<file path="config.mk">
export PLATFORM = sky130hd
export DESIGN_NAME = word_shifter
export DESIGN_NICKNAME = d
export VERILOG_FILES = /design/src/rtl/word_shifter.sv
export SDC_FILE = /design/constraint.sdc
export NUM_CORES = 1
export LEC_CHECK = 0
export CAP_MARGIN = 20
export CORE_ASPECT_RATIO = 1.1
export CORE_MARGIN = 4
export CORE_UTILIZATION = 51
export DETAILED_ROUTE_END_ITERATION = 6
export PLACE_DENSITY = 0.75
export SYNTH_ARGS = -nofsm -noshare
export SYNTH_HDL_FRONTEND = slang
export SYNTH_SLANG_ARGS = --single-unit
</file>
<file path="constraint.sdc">
create_clock -name clk -period 3.4 [get_ports clk]
set_input_delay 0.68 -clock clk [delete_from_list [all_inputs] [get_ports clk]]
set_output_delay 0.68 -clock clk [all_outputs]
set_load 0.005 [all_outputs]
</file>
<file path="src/rtl/word_shifter.sv">
module word_shifter #(
  parameter int W = 16
) (
  input  logic         clk,
  input  logic         rst,
  input  logic         in_valid,
  input  logic [1:0]   op_sel,
  input  logic [W-1:0] opnd,
  input  logic [7:0]   cnt,
  output logic         out_valid,
  output logic         upd_en,
  output logic [W-1:0] res_q,
  output logic         cf_q,
  output logic         of_q,
  output logic         sf_q,
  output logic         zf_q,
  output logic         pf_q,
  output logic         af_q
);
  localparam int CW = $clog2(W) + 1;
  localparam logic [1:0] OP_SHL = 2'b00;
  localparam logic [1:0] OP_SHR = 2'b01;
  localparam logic [1:0] OP_SAR = 2'b10;

  logic [CW-1:0]  amt;
  logic [2*W-1:0] shl_x, shr_x, sar_x;
  logic [W-1:0]   n_res;
  logic           n_cf, n_of, active;

  assign amt   = cnt[CW-1:0];
  assign shl_x = {{W{1'b0}}, opnd} << amt;
  assign shr_x = {opnd, {W{1'b0}}} >> amt;
  assign sar_x = $signed({opnd, {W{1'b0}}}) >>> amt;

  assign active = in_valid && (op_sel != 2'b11) && (amt != '0);

  always_comb begin
    n_res = opnd;
    n_cf  = 1'b0;
    n_of  = 1'b0;
    case (op_sel)
      OP_SHL: begin
        n_res = shl_x[W-1:0];
        n_cf  = shl_x[W];
        n_of  = shl_x[W] ^ shl_x[W-1];
      end
      OP_SHR: begin
        n_res = shr_x[2*W-1:W];
        n_cf  = shr_x[W-1];
        n_of  = shr_x[2*W-1] ^ shr_x[2*W-2];
      end
      OP_SAR: begin
        n_res = sar_x[2*W-1:W];
        n_cf  = sar_x[W-1];
        n_of  = 1'b0;
      end
      default: ;
    endcase
  end

  always_ff @(posedge clk) begin
    if (rst) begin
      out_valid <= 1'b0;
      upd_en    <= 1'b0;
      res_q     <= '0;
      cf_q      <= 1'b0;
      of_q      <= 1'b0;
      sf_q      <= 1'b0;
      zf_q      <= 1'b0;
      pf_q      <= 1'b0;
      af_q      <= 1'b0;
    end else begin
      out_valid <= in_valid;
      upd_en    <= active;
      if (in_valid) res_q <= active ? n_res : opnd;
      if (active) begin
        cf_q <= n_cf;
        of_q <= n_of;
        sf_q <= n_res[W-1];
        zf_q <= (n_res == '0);
        pf_q <= ~^n_res[7:0];
        af_q <= 1'b0;
      end
    end
  end
endmodule


</file>
==> results of run 1 <==
-- worst max-delay path: stages --
cell,delay (ns)
clkdlybuf4s50_1,0.43
mux4_2,0.54
mux2_2,0.31
a31oi_1,0.16
o21ai_0,0.16
o21ai_0,0.12
ha_1,0.18
nand4_1,0.12
nor2_1,0.13
o221ai_1,0.13
a2111oi_2,0.36
a31o_1,0.19
-- area by class of cell --
type | count | area [um^2] | area share (%)
Clock buffer | 4 | 45.0 | 0.931
Tap cell | 82 | 103 | 2.12
Multi-Input combinational cell | 342 | 2800 | 57.9
Sequential cell | 23 | 460 | 9.52
Inverter | 8 | 30.0 | 0.621
Timing Repair Buffer | 163 | 1400 | 29.0
-- per-stage QoR --
step	power [mW]	hold WS, ns
2_1_floorplan	0.692	0.448
5_1_grt	1.23	0.506
4_1_cts	1.14	0.467
3_5_place_dp	0.977	0.457
3_3_place_gp	0.963	0.439
6_report	1.17	0.460
-- worst max path at each step --
stage / cells past startpoint / endpoint / slack [ns]
floorplan: 13 / zf_q / 0.17
global placement: 13 / zf_q / -0.30
detailed placement: 13 / zf_q / -0.33
CTS: 12 / zf_q / 0.008
global route: 13 / zf_q / -0.008
finish: 12 / zf_q / 0.09
-- layer usage --
layer  global-route usage, %  vias to the layer above
met3                    5.70                       36
met1                    41.0                     1965
met2                    53.9                      231
li1                        -                     1879
met4                    11.1                        0
met5                       0                        -
-- flip-flops by register name, summed over array words and instances, names as in the netlist --
signal	count
cf_q	1
of_q	1
out_valid	1
pf_q	1
res_q	16
sf_q	1
upd_en	1
zf_q	1
-- cell usage in the layout, fill, tap and decap left out, types with 4 or more instances in the layout --
cell type and count:
nor4_1 5, mux2i_1 31, nor2_1 41, buf_6 6
a21oi_1 29, nand3_1 10, a211oi_1 9, mux2_2 5
dlymetal6s2s_1 13, clkdlybuf4s50_1 30, nor3_1 12, or3b_2 4
nand2_1 21, a31oi_1 5, o22ai_1 5, xnor2_1 6
nand2b_1 8, nor2b_1 6, mux4_2 27, dfxtp_1 23
inv_1 6, o21ai_0 22, o311a_1 4, o211ai_1 4
nand3b_1 4, a21oi_2 4, and2_1 4, buf_4 109
-- power breakdown --
part / internal, mW / switching [mW]
registers: 0.293 / 0.0122
clock network: 0.0837 / 0.0863
logic: 0.358 / 0.339
-- timing repair --
action	4_1_cts	5_1_grt
endpoints found under the hold margin	0	0
gates resized for setup	5	39
buffers inserted	0	2
endpoints found under the setup margin	1	2
pin swaps	2	11
-- logic make-up after synthesis --
logic type | synth area share (%)
AO/OA/AOI/OAI | 25.8
AND/OR/NAND/NOR | 18.7
multiplexers | 30.1
buffers and inverters | 9.04
flip-flops | 13.1
XOR/XNOR | 1.74
adder cells (fa/ha/maj) | 1.42
other | 0.107
==> reports/results.ini, run 1 <==
[setup_path]
arrival_ns=3.51
start_kind=input pin
cp-end-kind=flop
timing.rr.start=of_q
crit_required_ns=3.61
reg2reg_slack_ns=2.37
crit-reg2reg-capture=of_q
r2r_cells=3
crit_type=in2reg
crit_fanout=3
crit_start=opnd[15]

[timing]
clock.fmax_ghz=0.302
fin_ws_ns=0.0937
setup_violations=0
period_minus_slack_ns=3.31
fin_crit_sh_pct=97.2
hold_viol=0
setup_tns_ns=0
skew_ns=0
finalMaxSlewViolations=0
slew_headroom_pct=61.3
tightest_slew_ns=0.578

[route]
vias_per_cell=6.61
drc_errors=0
vias=4111
dr_wl_met3_mm=1.15
dr.max_layer_used=met4
drtIter0Drc=363
wl_met2_mm=6.30
wirelength_mm=13.2
wl_per_cell_um=21.2
first_pass_iters=5
ant_nets=0
met1_length_mm=5.30

[run]
maxCapViolCount=0

[clocking]
clock_path_buffers=2
holdBufCountCts=0
cts_sinks=23
clk_latency_ns=0.26
cts_buffers=3
cts.clk_slew.worst_paths_ns=0.08
cts.htree.levels=1
root_buffer=clkbuf_8
cts_tree=done

[yosys]
synth_edf_count=0
syn_area_per_cell_um2=8.16
yosysWarnings=0
synth_top_cell_area_share_pct=16.0
synth_seq_cells=23
syn_nets=464
ys_seq_area_share_pct=13.1
ys_types=69
ys_top_cells_by_area=mux4_2, dfxtp_1, mux2i_1, a21oi_1, nor2_1
synthArstFlopShare_pct=0
synth_area_mm2=0.00352
synth.largest_area_cell=mux4_2
synthFlopType=dfxtp_1
synth_common_cells=nor2_1, clkbuf_1, a21oi_1, mux2i_1, o21ai_0
synth_most_common_cell=nor2_1
netlist_instances=431

[place]
dp_hpwl_mm=10.8
port_buffers=48
place_congestion=1.08
dp.cells=616
post_dp_cell_area_mm2=0.00466
pre_cts_ws_ns=-0.331

[floorplanning]
fp-row-count=31
dieArea_mm2=0.00829
core_area_mm2=0.00663
ios=53
die-height_um=95.1
start_util_pct=53.0
die_w_um=87.2

[global_route]
grt_first_pass_wirelength_mm=20.6
grt_max_degree=23
gr-total-overflow=0
grt_pass1_vias=3914
track_usage_pct=31.9
grt_antenna_before_repair=0

[cells_and_area]
fin_nets=574
antenna-diode-count=0
synthToLayoutAreaGrowth_pct=37.5
drive_gt1_share_pct=32.2
fin_area_mm2=0.00484
fin_cells=622
fillers=544
post-route-util_pct=72.9

[run_status]
status=finished clean

[power]
vdd_drop_max_mv=0.310
p_leak_nw=2.07
p_per_area_mw_per_mm2=242

[min_path]
min_to=pf_q
hold_path.class=reg2reg
hold_path_depth=2
worstHoldStart=pf_q

Note: power is estimated with default switching activity, not from simulation.
==> inputs of run 2 (changes only) <==
--- a/config.mk
+++ b/config.mk
@@ -8,9 +8,10 @@
 export CAP_MARGIN = 20
 export CORE_ASPECT_RATIO = 1.1
 export CORE_MARGIN = 4
-export CORE_UTILIZATION = 51
+export CORE_UTILIZATION = 50
 export DETAILED_ROUTE_END_ITERATION = 6
-export PLACE_DENSITY = 0.75
+export GPL_TIMING_DRIVEN = 0
+export PLACE_DENSITY = 0.74
 export SYNTH_ARGS = -nofsm -noshare
 export SYNTH_HDL_FRONTEND = slang
 export SYNTH_SLANG_ARGS = --single-unit
==> run 2 against run 1 <==
- count of clock-buffer cells in the layout down 1
- largest cell class unchanged
- maximum frequency down 2.2%
- highest routed layer unchanged
- critical path type unchanged
- via count up 5.1%
- sequential share of layout area up 0.54 points
- first-iteration DRC count up 54%
- final cell count down 5.0%
- worst hold slack better by 0.018 ns
- worst setup slack worse by 0.073 ns
- global-route usage up 4.8 points
- the flow now finishes with violations (DRC)
- sequential power about the same
- design area down 5.4%
- core utilization down 4.7 points
==> reports/results.ini, run 2 (synthesized netlist as in run 1, its figures left out) <==
[setup_path]
slowest_delay_ns=0.48
crit-reg2reg-capture=of_q
r2r_cells=3
crit_fanout=10
crit_top_cell=mux4_2
timing.rr.start=of_q
crit_type=in2reg
start_kind=input pin
crit_required_ns=3.62
slowest_stage=mux4_2
cp-end-kind=flop
cp_cell_sequence=buf_4, buf_2, mux4_2, mux4_2, nand3b_1, o311ai_2, o21ai_1, ha_2, nand4_1, nor2_1, o221ai_1, a2111oi_2, a31o_1
arrival_ns=3.60
reg2reg_slack_ns=2.36

[cells_and_area]
fillers=572
drive_gt1_share_pct=28.7
most-common-layout-cells=buf_4, nor2_1, mux2i_1, a21oi_1
antenna-diode-count=0
synthToLayoutAreaGrowth_pct=30.1
largest_reg_flops=16
regMostFlops=res_q
mostFrequentLayoutCell=buf_4
post-route-util_pct=68.2
regArea_um2=460
fin_nets=543
multi_input_area_mm2=0.00283

[route]
drc_errors=5
wl_per_cell_um=26.1
vias=4320
vias_per_cell=7.31
ant_nets=0
drtIter0Drc=558
first_pass_iters=7
wirelength_mm=15.4

[timing]
tightest_slew_ns=0.784
clock.fmax_ghz=0.296
period_minus_slack_ns=3.38
finalMaxSlewViolations=0
setup_violations=0
skew_ns=0
hold_viol=0
hold_ws_ns=0.478
slew_headroom_pct=47.3
fin_crit_sh_pct=99.4

[global_route]
gr-total-overflow=0
track_usage_pct=36.7
grt_pass1_vias=4099
grt_max_degree=14
grt_first_pass_wirelength_mm=23.2
grt_antenna_before_repair=0

[floorplanning]
fp-row-count=31
die_w_um=88.0
die-height_um=96.0
core_area_mm2=0.00671
dieArea_mm2=0.00844
ios=53
start_util_pct=52.4

[power]
p_per_area_mw_per_mm2=256
p_leak_nw=1.79
vdd_drop_max_mv=0.294
p_total_mw=1.17

[clocking]
cts_tree=done
root_buffer=clkbuf_8
clock_path_buffers=2
holdBufCountCts=0
cts_sinks=23
cts.htree.levels=1
cts_buffers=3
cts.clk_slew.worst_paths_ns=0.08
clk_latency_ns=0.27

[run]
maxCapViolCount=0

[run_status]
status=complete, but fails checks
failed_checks=DRC

[min_path]
hold_path.class=reg2reg
min_to=pf_q
hold_path_depth=2
worstHoldStart=pf_q

[place]
dp_hpwl_mm=11.3
port_buffers=41
place_congestion=1.06

[run 2: cell types whose count changed in the layout (fill, tap and decap cells not counted), sizes merged]
cell / before / now
buf: 117 / 59
clkbuf: 4 / 38
dlymetal6s2s: 13 / 0
dlygate4sd2: 3 / 8
clkdlybuf4s15: 0 / 3
clkdlybuf4s50: 30 / 27
clkinv: 2 / 3
[run 2: routing by layer]
| layer | up-vias | routed length, um | GRT usage [%] |
|---|---|---|---|
| li1 | 1816 | - | - |
| met1 | 2018 | 5630 | 45.5 |
| met2 | 387 | 6800 | 58.7 |
| met3 | 99 | 1840 | 6.68 |
| met4 | 0 | 1150 | 23.1 |
| met5 | - | 0 | 0 |
[run 2: final cells by class]
cell class / instances / share of cell area (%)
well taps: 82 / 2.24
repair buffers: 76 / 14.4
clock buffers: 3 / 0.902
clock inverters: 1 / 0.109
inverters: 8 / 0.765
plain buffers: 56 / 9.73
flip-flops and latches: 23 / 10.1
multi-input cells: 342 / 61.8
[run 2: repair_timing]
item | in CTS | in global routing
gates resized for setup | 83 | 40
gates cloned | 0 | 0
pin swaps | 7 | 10
buffers inserted | 26 | 8
setup endpoints to repair | 2 | 2
[run 2: report_power, final]
group / total [mW] / internal, mW / switching [mW] / leakage (nW)
clock: 0.172 / 0.0820 / 0.0901 / 0.0255
combinational: 0.695 / 0.327 / 0.368 / 1.58
sequential: 0.305 / 0.293 / 0.0120 / 0.190
total: 1.17 / 0.702 / 0.470 / 1.79
[run 2: worst max-delay path: cells and delay by family]
family                     cells  cell delay, ns
buffers and inverters          2            0.48
muxes                          2            0.86
AOI/OAI and AO/OA              5            0.94
and+or+nand+nor                3            0.42
adders and majority gates      1            0.19
[run 2: worst max-delay path by stage]
stage,from,slack (ns),to,depth (start not counted)
finish,cnt[1],0.02,zf_q,13
global route,opnd[8],-0.03,zf_q,15
CTS,cnt[0],0.004,zf_q,14
detailed placement,op_sel[0],-1.0,zf_q,15
global placement,op_sel[0],-0.99,zf_q,15
floorplan,cnt[0],0.17,zf_q,13
[run 2: per-stage QoR]
step	area (um^2)	TNS, ns	cells	setup WS (ns)
3_3_place_gp	4030	-1.67	554	-0.987
4_1_cts	4470	0	585	0.00447
3_5_place_dp	4040	-1.69	555	-0.999
6_report	4580	0	591	0.0207
5_1_grt	4580	-0.0342	591	-0.0342
2_1_floorplan	3520	0	431	0.169
